<file path="src/rtl/scan_pkg.sv">
package scan_pkg;

  typedef enum logic {
    WALK_IDLE = 1'b0,
    WALK_RUN  = 1'b1
  } walk_e;

endpackage

</file>
<file path="src/rtl/scan_shadow.sv">
// Settings captured at frame start; also exposes the beat count for the
// settings being captured so the walker can start without a bubble.
module scan_shadow #(
  parameter int LEN_W      = 16,
  parameter int LINE_W     = 12,
  parameter int OUT_W      = 3,
  parameter int BEAT_BYTES = 8,
  parameter int MAX_OUT    = 4
) (
  input  logic              clk,
  input  logic              rst_n,
  input  logic              load,
  input  logic [LEN_W-1:0]  cfg_line_len,
  input  logic [LEN_W-1:0]  cfg_pitch,
  input  logic [LINE_W-1:0] cfg_lines_m1,
  input  logic [OUT_W-1:0]  cfg_max_out,
  output logic [LEN_W-1:0]  new_line_beats,
  output logic [LEN_W-1:0]  line_beats_q,
  output logic [LEN_W-1:0]  pitch_q,
  output logic [LINE_W-1:0] lines_m1_q,
  output logic [OUT_W-1:0]  limit_q
);
  localparam int BB_LOG = $clog2(BEAT_BYTES);

  logic [OUT_W-1:0] new_limit;

  generate
    if (BB_LOG == 0) begin : g_byte_beats
      assign new_line_beats = cfg_line_len;
    end else begin : g_wide_beats
      logic [LEN_W:0] rounded;
      logic [LEN_W:0] shifted;
      assign rounded        = {1'b0, cfg_line_len} + (LEN_W+1)'(BEAT_BYTES - 1);
      assign shifted        = rounded >> BB_LOG;
      assign new_line_beats = shifted[LEN_W-1:0];
    end
  endgenerate

  assign new_limit = ((cfg_max_out == '0) || (int'(cfg_max_out) > MAX_OUT))
                     ? OUT_W'(MAX_OUT) : cfg_max_out;

  always_ff @(posedge clk or negedge rst_n) begin
    if (!rst_n) begin
      line_beats_q <= '0;
      pitch_q      <= '0;
      lines_m1_q   <= '0;
      limit_q      <= OUT_W'(MAX_OUT);
    end else if (load) begin
      line_beats_q <= new_line_beats;
      pitch_q      <= cfg_pitch;
      lines_m1_q   <= cfg_lines_m1;
      limit_q      <= new_limit;
    end
  end

endmodule

</file>
<file path="src/rtl/scan_out_ctr.sv">
// In-flight request counter with a room flag against the captured limit.
module scan_out_ctr #(
  parameter int OUT_W = 3
) (
  input  logic             clk,
  input  logic             rst_n,
  input  logic             inc,
  input  logic             dec,
  input  logic [OUT_W-1:0] limit,
  output logic [OUT_W-1:0] cnt,
  output logic             room
);
  logic dec_ok;

  assign dec_ok = dec && (cnt != '0);
  assign room   = cnt < limit;

  always_ff @(posedge clk or negedge rst_n) begin
    if (!rst_n) begin
      cnt <= '0;
    end else begin
      case ({inc, dec_ok})
        2'b10:   cnt <= cnt + 1'b1;
        2'b01:   cnt <= cnt - 1'b1;
        default: cnt <= cnt;
      endcase
    end
  end

endmodule

</file>
<file path="src/rtl/scan_walker.sv">
// Walks lines and bursts; address = line start + offset inside the line.
module scan_walker
  import scan_pkg::*;
#(
  parameter int ADDR_W     = 32,
  parameter int LEN_W      = 16,
  parameter int LINE_W     = 12,
  parameter int BEAT_BYTES = 8,
  parameter int MAX_BURST  = 16,
  parameter int BURST_W    = 5
) (
  input  logic               clk,
  input  logic               rst_n,
  input  logic               start,
  input  logic [ADDR_W-1:0]  start_base,
  input  logic [LEN_W-1:0]   start_beats,
  input  logic [LEN_W-1:0]   line_beats,
  input  logic [LEN_W-1:0]   pitch,
  input  logic [LINE_W-1:0]  lines_m1,
  input  logic               room,
  input  logic               req_ready,
  output logic               req_valid,
  output logic [ADDR_W-1:0]  req_addr,
  output logic [BURST_W-1:0] req_beats,
  output logic               fire
);
  localparam int BB_LOG = $clog2(BEAT_BYTES);

  walk_e             st_q;
  logic [ADDR_W-1:0] line_base_q;
  logic [ADDR_W-1:0] offs_q;
  logic [ADDR_W-1:0] step;
  logic [LEN_W-1:0]  rem_q;
  logic [LEN_W-1:0]  burst_ext;
  logic [LINE_W-1:0] line_idx_q;
  logic              last_burst;
  logic              last_line;

  assign burst_ext  = (rem_q > LEN_W'(MAX_BURST)) ? LEN_W'(MAX_BURST) : rem_q;
  assign req_beats  = burst_ext[BURST_W-1:0];
  assign step       = ADDR_W'(burst_ext) << BB_LOG;
  assign req_addr   = line_base_q + offs_q;
  assign req_valid  = (st_q == WALK_RUN) && room;
  assign fire       = req_valid && req_ready;
  assign last_burst = (rem_q == burst_ext);
  assign last_line  = (line_idx_q == lines_m1);

  always_ff @(posedge clk or negedge rst_n) begin
    if (!rst_n) begin
      st_q        <= WALK_IDLE;
      line_base_q <= '0;
      offs_q      <= '0;
      rem_q       <= '0;
      line_idx_q  <= '0;
    end else if (start) begin
      st_q        <= (start_beats != '0) ? WALK_RUN : WALK_IDLE;
      line_base_q <= start_base;
      offs_q      <= '0;
      rem_q       <= start_beats;
      line_idx_q  <= '0;
    end else if (fire) begin
      if (last_burst) begin
        if (last_line) begin
          st_q <= WALK_IDLE;
        end else begin
          line_base_q <= line_base_q + ADDR_W'(pitch);
          offs_q      <= '0;
          rem_q       <= line_beats;
          line_idx_q  <= line_idx_q + 1'b1;
        end
      end else begin
        offs_q <= offs_q + step;
        rem_q  <= rem_q - burst_ext;
      end
    end
  end

endmodule

</file>
<file path="src/rtl/fb_scan_addrgen.sv">
module fb_scan_addrgen #(
  parameter int ADDR_W       = 32,
  parameter int LEN_W        = 16,
  parameter int LINE_W       = 12,
  parameter int BEAT_BYTES   = 8,
  parameter int MAX_BURST    = 16,
  parameter int MAX_OUT      = 4,
  localparam int OUT_W       = $clog2(MAX_OUT + 1),
  localparam int BURST_W     = $clog2(MAX_BURST + 1)
) (
  input  logic               clk,
  input  logic               rst_n,
  input  logic               frame_start,
  input  logic [ADDR_W-1:0]  cfg_base,
  input  logic [LEN_W-1:0]   cfg_line_len,
  input  logic [LEN_W-1:0]   cfg_pitch,
  input  logic [LINE_W-1:0]  cfg_lines_m1,
  input  logic [OUT_W-1:0]   cfg_max_out,
  output logic               req_valid,
  input  logic               req_ready,
  output logic [ADDR_W-1:0]  req_addr,
  output logic [BURST_W-1:0] req_beats,
  input  logic               rsp_done
);
  logic [LEN_W-1:0]  new_line_beats;
  logic [LEN_W-1:0]  line_beats_q;
  logic [LEN_W-1:0]  pitch_q;
  logic [LINE_W-1:0] lines_m1_q;
  logic [OUT_W-1:0]  out_lim;
  logic [OUT_W-1:0]  out_cnt;
  logic              room;
  logic              fire;

  scan_shadow #(
    .LEN_W(LEN_W), .LINE_W(LINE_W), .OUT_W(OUT_W),
    .BEAT_BYTES(BEAT_BYTES), .MAX_OUT(MAX_OUT)
  ) u_shadow (
    .clk(clk), .rst_n(rst_n), .load(frame_start),
    .cfg_line_len(cfg_line_len), .cfg_pitch(cfg_pitch),
    .cfg_lines_m1(cfg_lines_m1), .cfg_max_out(cfg_max_out),
    .new_line_beats(new_line_beats), .line_beats_q(line_beats_q),
    .pitch_q(pitch_q), .lines_m1_q(lines_m1_q), .limit_q(out_lim)
  );

  scan_out_ctr #(.OUT_W(OUT_W)) u_out (
    .clk(clk), .rst_n(rst_n), .inc(fire), .dec(rsp_done),
    .limit(out_lim), .cnt(out_cnt), .room(room)
  );

  scan_walker #(
    .ADDR_W(ADDR_W), .LEN_W(LEN_W), .LINE_W(LINE_W),
    .BEAT_BYTES(BEAT_BYTES), .MAX_BURST(MAX_BURST), .BURST_W(BURST_W)
  ) u_walk (
    .clk(clk), .rst_n(rst_n), .start(frame_start),
    .start_base(cfg_base), .start_beats(new_line_beats),
    .line_beats(line_beats_q), .pitch(pitch_q), .lines_m1(lines_m1_q),
    .room(room), .req_ready(req_ready), .req_valid(req_valid),
    .req_addr(req_addr), .req_beats(req_beats), .fire(fire)
  );

endmodule

</file>
<file path="config.mk">
export PLATFORM = sky130hd
export DESIGN_NAME = fb_scan_addrgen
export DESIGN_NICKNAME = d
export VERILOG_FILES = /design/src/rtl/scan_pkg.sv /design/src/rtl/scan_shadow.sv /design/src/rtl/scan_out_ctr.sv /design/src/rtl/scan_walker.sv /design/src/rtl/fb_scan_addrgen.sv
export SDC_FILE = /design/constraint.sdc
export NUM_CORES = 1
export LEC_CHECK = 0
export BUFFER_PORTS_ARGS = -buffer_cell sky130_fd_sc_hd__buf_2
export CAP_MARGIN = 20
export CORE_MARGIN = 2
export CORE_UTILIZATION = 55
export CTS_BUF_LIST = sky130_fd_sc_hd__clkbuf_8
export CTS_CLUSTER_SIZE = 20
export DETAILED_ROUTE_END_ITERATION = 10
export GPL_TIMING_DRIVEN = 0
export PLACE_DENSITY = 0.77
export SYNTH_ARGS = -nofsm -noshare
export SYNTH_HDL_FRONTEND = slang
export SYNTH_SLANG_ARGS = --single-unit
</file>
<file path="constraint.sdc">
create_clock -name clk -period 7.3 [get_ports clk]
set_clock_uncertainty 0.05 [all_clocks]
set_input_delay 1.095 -clock clk [delete_from_list [all_inputs] [get_ports clk]]
set_output_delay 1.095 -clock clk [all_outputs]
set_load 0.05 [all_outputs]
</file>
Word-level counts from Yosys, hierarchy flattened
Cells that the tools add are included. Widths: inputs -> output; s select.

Add/subtract/negate cells: 8. $lt $le $gt $ge: 3. Eq/ne operators: 6. Muxes and demuxes: 24. Reductions and logical operators: 14.

Operators with widths (count): $mux 32 (8); $mux 16 (5); $mux 12 (4); $add 32x16->32 (1); $add 32x19->32 (1); $add 32x32->32 (1); $add 16x3->17 const B (1); $eq 16x16->1 (1); $gt 16x5->1 const B (1); $reduce_bool 16->1 (1); $sub 16x16->16 (1); $add 12x1->12 const B (1); $eq 12x12->1 (1); $reduce_bool 2->1 (4); $pmux 3 s2 (1); $reduce_and 3->1 (2); $mux 1 (5); $add 3x1->3 const B (1); $gt 3x3->1 const B (1); $logic_and 1x1->1 (3); $logic_not 3->1 (1); $lt 3x3->1 (1); $mux 3 (1); $ne 3x3->1 const B (1); other kinds (7) (7).

Register bits after elaboration: 141. Bits of input ports: 84. Output and inout bits: 38. Word-level logic and storage cells: 65.

Longest topological paths before layout
Gate-level depths: netlist of run 1.

Word-level depth: 6. Depth in mapped cells: 19. Depth with buffers taken out: 16.

Modules after synthesis
Synthesis of run 1 repeated with hierarchy kept, for this count alone.

Cells, all modules: 1060. Area total of the unflattened synthesis: 9728.1 µm².

Modules (own cells, without submodules): scan_walker (times used 1, cells each 892, area an instance 7454.6 µm², seq. area each 2252.2 µm²); scan_shadow (times used 1, cells each 145, area an instance 2047.0 µm², seq. area each 1127.3 µm²); scan_out_ctr (times used 1, cells each 23, area an instance 226.5 µm², seq. area each 75.1 µm²).

Least setup slack after synthesis of run 1
No wires, ideal clock.

Kind: register to register. Start point: reg u_walk.rem_q[6]. End point: reg u_walk.offs_q[21]. Library setup time: 140 ps. Arrival: 4155 ps. Required time: 7110 ps. Slack: 2956 ps. Stages on the path, launching flop included: 20. Buffers on the path: 3. Period minus slack after synthesis: 4344 ps. Cell sequence: dfrtp_1 > nor4_2 > and2_4 > and3_1 > buf_2 > buf_2 > and2_1 > ha_1 > inv_1 > fa_1 > nor2b_1 > o2111ai_1 > nand3_1 > nand4_1 > a31oi_1 > o21a_1 > nor2_1 > clkbuf_1 > o311ai_0 > o41ai_1.

Longest elaborated chain between the ends: 6. Elaborated cells between the ends (all ways): 9. Those cells by class: 1 x add/sub; 1 x order compare; 2 x eq/ne; 4 x mux; 1 x reduce/logical.

RTL lines: from (decl) (RTL line scan_walker.sv:33) `logic [LEN_W-1:0] rem_q;`; from (signal assigned) (RTL line scan_walker.sv:59) `rem_q <= start_beats;`; from (signal assigned) (RTL line scan_walker.sv:68) `rem_q <= line_beats;`; from (signal assigned) (RTL line scan_walker.sv:73) `rem_q <= rem_q - burst_ext;`; $gt 16x5->1 (*) (RTL line scan_walker.sv:39) `assign burst_ext = (rem_q > LEN_W'(MAX_BURST)) ? LEN_W'(MAX_BURST) : rem_q;`; $mux 16 (*) (RTL line scan_walker.sv:39); net req_beats[0] (RTL line fb_scan_addrgen.sv:22) `output logic [BURST_W-1:0] req_beats,`; $add 32x19->32 / $eq 16x16->1 (equally long branches) (RTL line scan_walker.sv:72, scan_walker.sv:45); $mux 32 (RTL line scan_walker.sv:62) `if (last_burst) begin`; $mux 32 (RTL line scan_walker.sv:61) `end else if (fire) begin`; $mux 32 (RTL line scan_walker.sv:55) `end else if (start) begin`; to (signal assigned) (RTL line scan_walker.sv:72) `offs_q <= offs_q + step;`; to (decl) (RTL line scan_walker.sv:31) `logic [ADDR_W-1:0] offs_q;`.

Mark *: on every way through the listed nets, which the timed path passes. The rest lies on a longest branch. The select of a mux whose other input is x is not followed. A chain may end at the register's enable or synchronous reset.

Worst setup path in the final report of run 1
Start point: reg u_walk.rem_q[6]. End point: reg u_walk.offs_q[21].

Longest elaborated chain between the ends: 6. Elaborated cells between the ends (all ways): 9. Those cells by class: 1 x add/sub; 1 x order compare; 2 x eq/ne; 4 x mux; 1 x reduce/logical.

RTL lines (RTL line): $gt 16x5->1 (scan_walker.sv:39); $mux 16 (scan_walker.sv:39); $add 32x19->32 / $eq 16x16->1 (equally long branches) (scan_walker.sv:72, scan_walker.sv:45); $mux 32 (scan_walker.sv:62); $mux 32 (scan_walker.sv:61); $mux 32 (scan_walker.sv:55).

Several ways; a longest one is shown, not always the timed one. The select of a mux whose other input is x is not followed.

==> impl_metrics.tcl, run 1 <==
set metrics [dict create \
    hold_viol 0 \
    p_leak_nw 4.86 \
    slowest_delay_ns 0.49 \
    cp.arrival_ns 5.09 \
    cp_num_buf_inv 4 \
    h-tree-depth 4 \
    synth_edf_count 0 \
    peakVddDrop_v 0.000302 \
    die_y_um 134 \
    postSynthRegisterBits 138 \
    grt_max_degree 92 \
    timing.fmax_mhz 208 \
    core_um2 16600 \
    fin_setup_tns_ns 0 \
    hold_start "u_shadow.line_beats_q[3]" \
    path_class "reg -> reg" \
    cts_made_buffers 17 \
    grt_pass1_vias 7973 \
    status "finished clean" \
    post-route-period-util_pct 65.9 \
    synth_top_area_share_pct 36.7 \
    worst_pin_slew_ns 0.810 \
    crit_top_cell "buf_2" \
    initial_core_util_pct 56.3 \
    worstHoldPathType "reg -> reg" \
    overflow 0 \
    drive_above_1_share_pct 18.3 \
    finalPower_mw 3.24 \
    grt.total_usage_pct 27.6 \
    worst_slack_ns 2.49 \
    slowest_stage "nor4_2" \
    finalSetupViolCount 0 \
    setup.worst_path.start "u_walk.rem_q[6]" \
    clkSinkCount 138 \
    r2r_start "u_walk.rem_q[6]" \
    yosysSeqAreaShare_pct 37.0 \
    post-route-drc-count 0 \
    clockBufferDepth 2 \
    path_clk_slew_ns 0.08 \
    synth_warnings 0 \
    clk_latency_ns 0.46 \
    dr.pass1.iters 6 \
    final_nets 1345 \
    tritoncts "done" \
    ys.flop_type "dfrtp_1" \
    ys_top_cells_by_area "dfrtp_1 (37%), ha_1 (8.8%), xnor2_1 (5.1%)" \
    die-area_um2 18000 \
    grt_pass1_wl_mm 39.2 \
    finalHoldWorstSlack_ns 0.436 \
    netlist_instances 1042 \
    cp-end-kind "register" \
    path_cells "nor4_2 > and2_4 > and3_1 > buf_2 > buf_2 > and2_1 > ha_1 > inv_1 > fa_1 > nor2b_1 > o2111ai_1 > nand3_1 > nand4_1 > a31oi_1 > o21a_1 > nor2_1 > clkbuf_1 > o311ai_0 > o41ai_1" \
    wirelength_mm 23.8 \
    reg2reg_slack_ns 2.49 \
    synth_top_cell_by_area "dfrtp_1" \
    rsz0062_at_grt "false" \
    root_buffer "clkbuf_8" \
    wire_per_inst_um 16.7 \
    holdBufCountCts 0 \
    vias 8318 \
    crit_path_start_kind "register" \
    maxCapViolCount 0 \
    rows 47 \
    relSlewSlack_pct 46.0 \
    dp_hpwl_mm 18.1 \
    crit_required_ns 7.58 \
    fin_util_pct 64.5 \
    power_density_nw_per_um2 303 \
    portBuffers 120 \
    syn_area_um2 9330 \
    place_congestion 0.902 \
    yosys-top-cells-count "dfrtp_1 (137), nand2_1 (106), nor2_1 (90), a21oi_1 (70), ha_1 (66)" \
    synth_most_common_cell "dfrtp_1" \
    areaGrowthSynthToFinish_pct 14.6 \
    period_needed_ns 4.81 \
    crit_fanout 10 \
    drtIter0Drc 656 \
    slew_violations 0 \
    cts_setup_buffers 0 \
    pre_cts_ws_ns 2.63 \
    syn_area_per_cell_um2 8.96 \
    avgViaCountPerCell 5.84 \
    die_w_um 134 \
    synth-async-reset-ratio_pct 100 \
    antenna_found_initial 0 \
    ctsResizeCount 0 \
    drtAntennaViolNets 0 \
    boundaryPins 122 \
    antenna_cells 0 \
    yosysUniqueCellTypes 75 \
    path_delay_family "simple AND/OR/NAND/NOR gates" \
]
-- layer usage --
metal | track usage (%) | part of all wire, % | vias to the layer above | wire [um]
met2 | 43.6 | 46 | 284 | 10900
met5 | 0 | 0 | - | 0
li1 | - | - | 4058 | -
met4 | 10.1 | 2.6 | 0 | 629
met1 | 38.3 | 46 | 3932 | 10900
met3 | 4.69 | 5.9 | 44 | 1420
-- state kept, by name (all words and copies together) (netlist names) --
| name | cells |
|---|---|
| u_shadow.limit_q | 3 |
| u_shadow.line_beats_q | 14 |
| u_walk.offs_q | 29 |
| u_out.cnt | 3 |
| u_walk.line_base_q | 32 |
| u_walk.line_idx_q | 12 |
| u_shadow.pitch_q | 16 |
| u_walk.rem_q | 16 |
| u_shadow.lines_m1_q | 12 |
| u_walk.st_q | 1 |
-- per-stage QoR --
| step | cells | area [um^2] |
|---|---|---|
| 6_report | 1425 | 10700 |
| 5_1_grt | 1425 | 10700 |
| 4_1_cts | 1425 | 10700 |
| 3_5_place_dp | 1393 | 10300 |
| 3_3_place_gp | 1392 | 10200 |
| 2_1_floorplan | 1052 | 9370 |
-- kinds of logic (layout without fill, tap and decap cells) --
group | Yosys count | count (layout) | share of synthesized area [%]
other | 2 | 12 | 0.0805
adders and majority gates | 69 | 69 | 9.49
xor gates and xnor gates | 91 | 91 | 8.54
buffers and inverters | 74 | 227 | 3.31
AOI/OAI and AO/OA | 276 | 276 | 19.2
muxes | 34 | 34 | 4.02
and+or+nand+nor | 358 | 358 | 18.4
DFF | 138 | 138 | 37.0
-- layout make-up --
type                       count  area, um^2
buffer                        40         181
sequential                   138        3450
clock inverter                13         151
multi-input combinational    840        5610
fill                        1442        5890
clock buffer                  19         262
tap                          220         275
timing repair buffer         121         634
inverter                      34         128
-- path summary, 6_finish.rpt --
path	endpoint	cells after the start
setup / recovery	u_walk.offs_q[21]	19
hold / removal	u_shadow.line_beats_q[3]	1
setup reg to reg	u_walk.offs_q[21]	19
hold reg to reg	u_shadow.line_beats_q[3]	1
max in group asynchronous	u_shadow.limit_q[2]	2
min in group asynchronous	u_walk.offs_q[30]	1
-- placed cells by master (no fill, tap or decap), drive strengths merged, types with 28 or more instances in the layout --
cell	Yosys	routed
clkbuf	23	42
nand2	107	107
o21ai	80	80
buf	17	138
nor3	34	34
nor2	92	92
xnor2	54	54
ha	66	66
xor2	37	37
a21oi	73	73
dfrtp	137	137
inv	34	37
mux2	28	28
-- where the power goes --
part           switching, mW  total (mW)  internal [mW]
sequential             0.114       0.987          0.873
combinational           1.03        1.58          0.553
clock                  0.312       0.665          0.353
No activity file was read; power rests on OpenSTA's default activity.
==> run 2: changes to the inputs <==
Settings changed: PLACE_DENSITY 0.77 to 0.8.
Clock period 7.3 ns to 4 ns, I/O delays scaled along.
==> run 2 against run 1 <==
Effect of this change: sequential cell count did not move; maximum frequency increased by 24%; die area stayed put; critical endpoint is now u_walk.offs_q[23]; highest routed layer unchanged.
==> impl_metrics.tcl, run 2 (synthesis results as in run 1) <==
set metrics [dict create \
    mostFrequentLayoutCells "dfrtp_1 (132), buf_2 (129), nand2_1 (105)" \
    maxCapViolCount 0 \
    holdBufCountCts 0 \
    clk_latency_ns 0.45 \
    clockBufferDepth 2 \
    reg2reg_slack_ns 0.11 \
    finalHoldWorstSlack_ns 0.00506 \
    dr.pass1.iters 6 \
    cp-end-kind "register" \
    grt_pass1_vias 8217 \
    timing.fmax_mhz 257 \
    period_needed_ns 3.89 \
    root_buffer "clkbuf_8" \
    power_density_nw_per_um2 551 \
    worst_slack_ns 0.112 \
    crit_fanout 19 \
    final_nets 1357 \
    wire_per_inst_um 17.7 \
    p_leak_nw 4.92 \
    status "finished clean" \
    boundaryPins 122 \
    crit_path_start_kind "register" \
    peakVddDrop_v 0.000549 \
    r2r-end "u_walk.offs_q[23]" \
    path_class "reg -> reg" \
    vias 8597 \
    finalSetupViolCount 0 \
    top_regs "u_walk.line_base_q (32), u_walk.offs_q (29)" \
    die_w_um 134 \
    r2r_start "u_walk.rem_q[2]" \
    tritoncts "done" \
    r2r_cells 17 \
    clkSinkCount 138 \
    core_um2 16600 \
    largest_register_ffs 32 \
    relSlewSlack_pct 40.9 \
    cts_made_buffers 17 \
    regMostFlops "u_walk.line_base_q" \
    mostFrequentLayoutCell "dfrtp_1" \
    dp.cells 1393 \
    crit_required_ns 4.33 \
    hold_viol 0 \
    avgViaCountPerCell 5.98 \
    grt_pass1_wl_mm 40.6 \
    post-route-period-util_pct 97.2 \
    die-area_um2 18000 \
    overflow 0 \
    dp_hpwl_mm 18.2 \
    drive_above_1_share_pct 22.3 \
    grt_max_degree 101 \
    h-tree-depth 4 \
    worstHoldPathType "in -> async" \
    antenna_cells 0 \
    wirelength_mm 25.4 \
    slew_violations 0 \
    place_congestion 0.921 \
    worst_pin_slew_ns 0.886 \
    fin_cells 1437 \
    drtAntennaViolNets 0 \
    post-route-drc-count 0 \
    cp.arrival_ns 4.22 \
    areaGrowthSynthToFinish_pct 18.7 \
    portBuffers 120 \
    pre_cts_ws_ns -0.495 \
    die_y_um 134 \
    initial_core_util_pct 56.3 \
    path_clk_slew_ns 0.08 \
    drtIter0Drc 878 \
    grt.total_usage_pct 28.3 \
    antenna_found_initial 0 \
    rows 47 \
]
-- run 2: critical path, stage by stage, from the launching register on --
cell	delay, ns
dfrtp_1	0.44
o41ai_2	0.49
and3_4	0.28
buf_8	0.17
and2_4	0.17
ha_1	0.17
inv_1	0.06
fa_2	0.37
nor2b_4	0.14
o2111ai_2	0.15
nand3_2	0.11
nand4_1	0.14
a31oi_2	0.23
o21a_1	0.13
nor2_1	0.08
buf_4	0.18
or3_1	0.36
nand3_1	0.10
-- run 2: area by class of cell --
class	count	area (um^2)
multi-input combinational	840	5880
fill	1333	5510
sequential	138	3460
timing repair buffer	134	734
tap	220	275
clock buffer	18	248
buffer	39	190
clock inverter	14	155
inverter	34	131
-- run 2: metal layers --
metal / up-vias / global-route usage, % / wire [um]
li1: 4056 / - / -
met1: 4110 / 38.2 / 10800
met2: 370 / 45.2 / 11800
met3: 61 / 4.72 / 1960
met4: 0 / 12.5 / 810
met5: - / 0 / 0
-- run 2: report_power, final --
| part | switching, mW | internal, mW |
|---|---|---|
| sequential | 0.237 | 1.59 |
| clock | 0.561 | 0.624 |
| combinational | 1.98 | 1.11 |
-- run 2: worst max-delay path by stage --
| stage | start | end | cells after the start |
|---|---|---|---|
| 6_report | u_walk.rem_q[2] | u_walk.offs_q[23] | 17 |
| 4_1_cts | u_walk.rem_q[6] | u_walk.offs_q[23] | 19 |
| 5_1_grt | u_walk.rem_q[2] | u_walk.offs_q[23] | 17 |
| 2_1_floorplan | u_walk.rem_q[12] | u_walk.offs_q[21] | 19 |
| 3_5_place_dp | u_walk.rem_q[8] | u_walk.offs_q[21] | 19 |
| 3_3_place_gp | u_walk.rem_q[8] | u_walk.offs_q[21] | 19 |
-- run 2: metrics by stage --
stage               total power, mW  TNS [ns]  area [um^2]  utilization [%]
global placement               4.63     -4.45        10300             61.9
floorplan                      4.04         0         9390                -
CTS                            5.94         0        10900             65.4
detailed placement             4.70     -4.67        10300             62.1
global route                   6.47    -0.142        11100             66.8
finish                         6.11         0        11100             66.8
-- run 2: what timing repair did --
action / CTS / global route
buffers inserted: 8 / 5
resized for setup: 22 / 32
gates cloned: 0 / 0
endpoints found under the hold margin: 0 / 0
setup endpoints to repair: 18 / 24
pin swaps: 8 / 7
==> run 3: changes to the inputs <==
Settings changed: GPL_ROUTABILITY_DRIVEN set to 0, RECOVER_POWER set to 100.
==> run 3 against run 2 <==
Effect of this change: hold slack improved by 0.30 ns; core utilization decreased by 0.55 points; total power decreased by 0.57%; cell area decreased by 0.83%; global-route usage unchanged; clock-buffer cell count unchanged; non-clock buffer count unchanged; worst setup slack improved by 0.020 ns; the flow now finishes with violations (capacitance limit, slew limit); sequential power about the same; via count increased by 0.44%; routed wire length about the same.
==> impl_metrics.tcl, run 3 (synthesis results as in run 1) <==
set metrics [dict create \
    status "finished with violations" \
    violations "capacitance limit, slew limit" \
    slew_violations 40 \
    drive_above_1_share_pct 19.3 \
    timing.fmax_mhz 258 \
    avgViaCountPerCell 6.01 \
    relSlewSlack_pct -39.6 \
    p_leak_nw 4.82 \
    root_buffer "clkbuf_8" \
    clockBufferDepth 2 \
    die_w_um 134 \
    core_um2 16600 \
    fillers 1357 \
    grt_pass1_vias 8217 \
    period_needed_ns 3.87 \
    slowest_delay_ns 0.43 \
    portBuffers 120 \
    clk_latency_ns 0.46 \
    pre_cts_ws_ns -0.495 \
    die-area_um2 18000 \
    crit_required_ns 3.35 \
    hold_viol 0 \
    post-route-drc-count 0 \
    cts_made_buffers 17 \
    post-route-period-util_pct 96.7 \
    dp.cells 1393 \
    grt_pass1_wl_mm 40.6 \
    mostFrequentLayoutCell "dfrtp_1" \
    areaGrowthSynthToFinish_pct 17.7 \
    dr.pass1.iters 5 \
    clkSinkCount 138 \
    holdBufCountCts 0 \
    dp_hpwl_mm 18.2 \
    overflow 0 \
    peakVddDrop_v 0.000539 \
    finalSetupViolCount 0 \
    wirelength_mm 25.4 \
    use_met1_pct 38.2 \
    path_cells "ha_4 > a21oi_4 > o22ai_2 > o31ai_4 > nand3_1 > a221o_1 > a41oi_2 > nand2b_1 > a21oi_2 > xnor2_1 > buf_4" \
    h-tree-depth 4 \
    regMostFlops "u_walk.line_base_q" \
    wire_per_inst_um 17.7 \
    cp-end-kind "primary output" \
    path_class "reg -> out" \
    met3_usage_pct 4.72 \
    seq_area_um2 3460 \
    vias 8635 \
    antenna_found_initial 0 \
    path_delay_family "compound AO/OA/AOI/OAI gates" \
    cp.arrival_ns 3.22 \
    drtAntennaViolNets 0 \
    slowest_stage "dfrtp_1" \
    die_y_um 134 \
    top_regs "u_walk.line_base_q (32), u_walk.offs_q (29)" \
    largest_register_ffs 32 \
    mostFrequentLayoutCells "dfrtp_1 (132), nand2_1 (106), buf_2 (101)" \
    worstHoldPathType "in -> reg" \
    drtIter0Drc 852 \
    antenna_cells 0 \
    power_density_nw_per_um2 553 \
    path_clk_slew_ns 0.08 \
    grtUsageMet2_pct 45.2 \
    grt.total_usage_pct 28.3 \
    initial_core_util_pct 56.3 \
    final_nets 1357 \
    fin_cells 1437 \
    maxCapViolCount 1 \
    worst_pin_slew_ns 2.09 \
    cp_num_buf_inv 1 \
    boundaryPins 122 \
    fin_util_pct 66.2 \
    crit_path_start_kind "register" \
    top_usage_layer "met2" \
    worst_slack_ns 0.131 \
    tritoncts "done" \
    multi_input_area_um2 5860 \
    crit_fanout 4 \
    grt_max_degree 101 \
    finalPower_mw 6.07 \
    rows 47 \
]
run 3: changes by cell type in the layout (fill, tap and decap cells not counted), sizes merged:
cell | previous run | this run
buf | 151 | 119
clkbuf | 40 | 72
run 3: path summary, 6_finish.rpt:
path                                           from                  endpoint  slack, ns  depth (start not counted)
min                                    cfg_base[30]    u_walk.line_base_q[30]       0.30                          3
max reg2reg                     u_shadow.limit_q[2]     u_walk.line_base_q[6]       0.14                         10
max                                u_walk.offs_q[8]              req_addr[30]       0.13                         11
min in group asynchronous                     rst_n         u_walk.offs_q[26]       0.69                          1
min reg2reg                u_shadow.line_beats_q[1]  u_shadow.line_beats_q[1]       0.44                          1
max in group asynchronous                     rst_n         u_walk.offs_q[20]       0.77                          2
run 3: cell type report:
type / count / share of cell area [%]
Buffer: 39 / 1.57
Clock buffer: 18 / 2.26
Clock inverter: 14 / 1.41
Inverter: 34 / 1.20
Multi-Input combinational cell: 840 / 53.3
Sequential cell: 138 / 31.5
Tap cell: 220 / 2.51
Timing Repair Buffer: 134 / 6.21
run 3: worst register-to-register path, cell delays in order (launching register included):
cell       delay, ns
dfstp_2         0.52
inv_1           0.05
ha_1            0.28
inv_1           0.07
o2111ai_1       0.30
a21o_1          0.29
clkbuf_1        0.29
o21ai_0         0.65
clkbuf_1        0.49
clkbuf_1        0.56
a21oi_1         0.15
run 3: power breakdown:
group          total [mW]  internal, mW  switching [mW]
logic                3.05          1.07            1.98
registers            1.83          1.59           0.238
clock network        1.19         0.624           0.567
total                6.07          3.29            2.78
run 3: repair_timing:
| action | CTS | global route |
|---|---|---|
| resized for setup | 22 | 32 |
| endpoints found under the hold margin | 0 | 0 |
| setup buffers | 8 | 5 |
| pin swaps | 8 | 7 |
| endpoints found under the setup margin | 18 | 24 |
run 3: metrics by stage:
stage                     setup TNS, ns  hold slack, ns  area (um^2)
final                                 0           0.303        11000
after global routing             -0.119           0.304        11000
after CTS                             0        0.000866        10900
after detailed placement          -4.67           0.419        10300
after global placement            -4.45           0.411        10300
after floorplan                       0           0.254         9390
run 3: per-layer routing:
layer / routed length, um / part of all wire [%] / up-vias
met3: 1860 / 7.3 / 63
met1: 10900 / 43 / 4125
met5: 0 / 0 / -
met4: 798 / 3.1 / 0
met2: 11900 / 47 / 385
li1: - / - / 4062
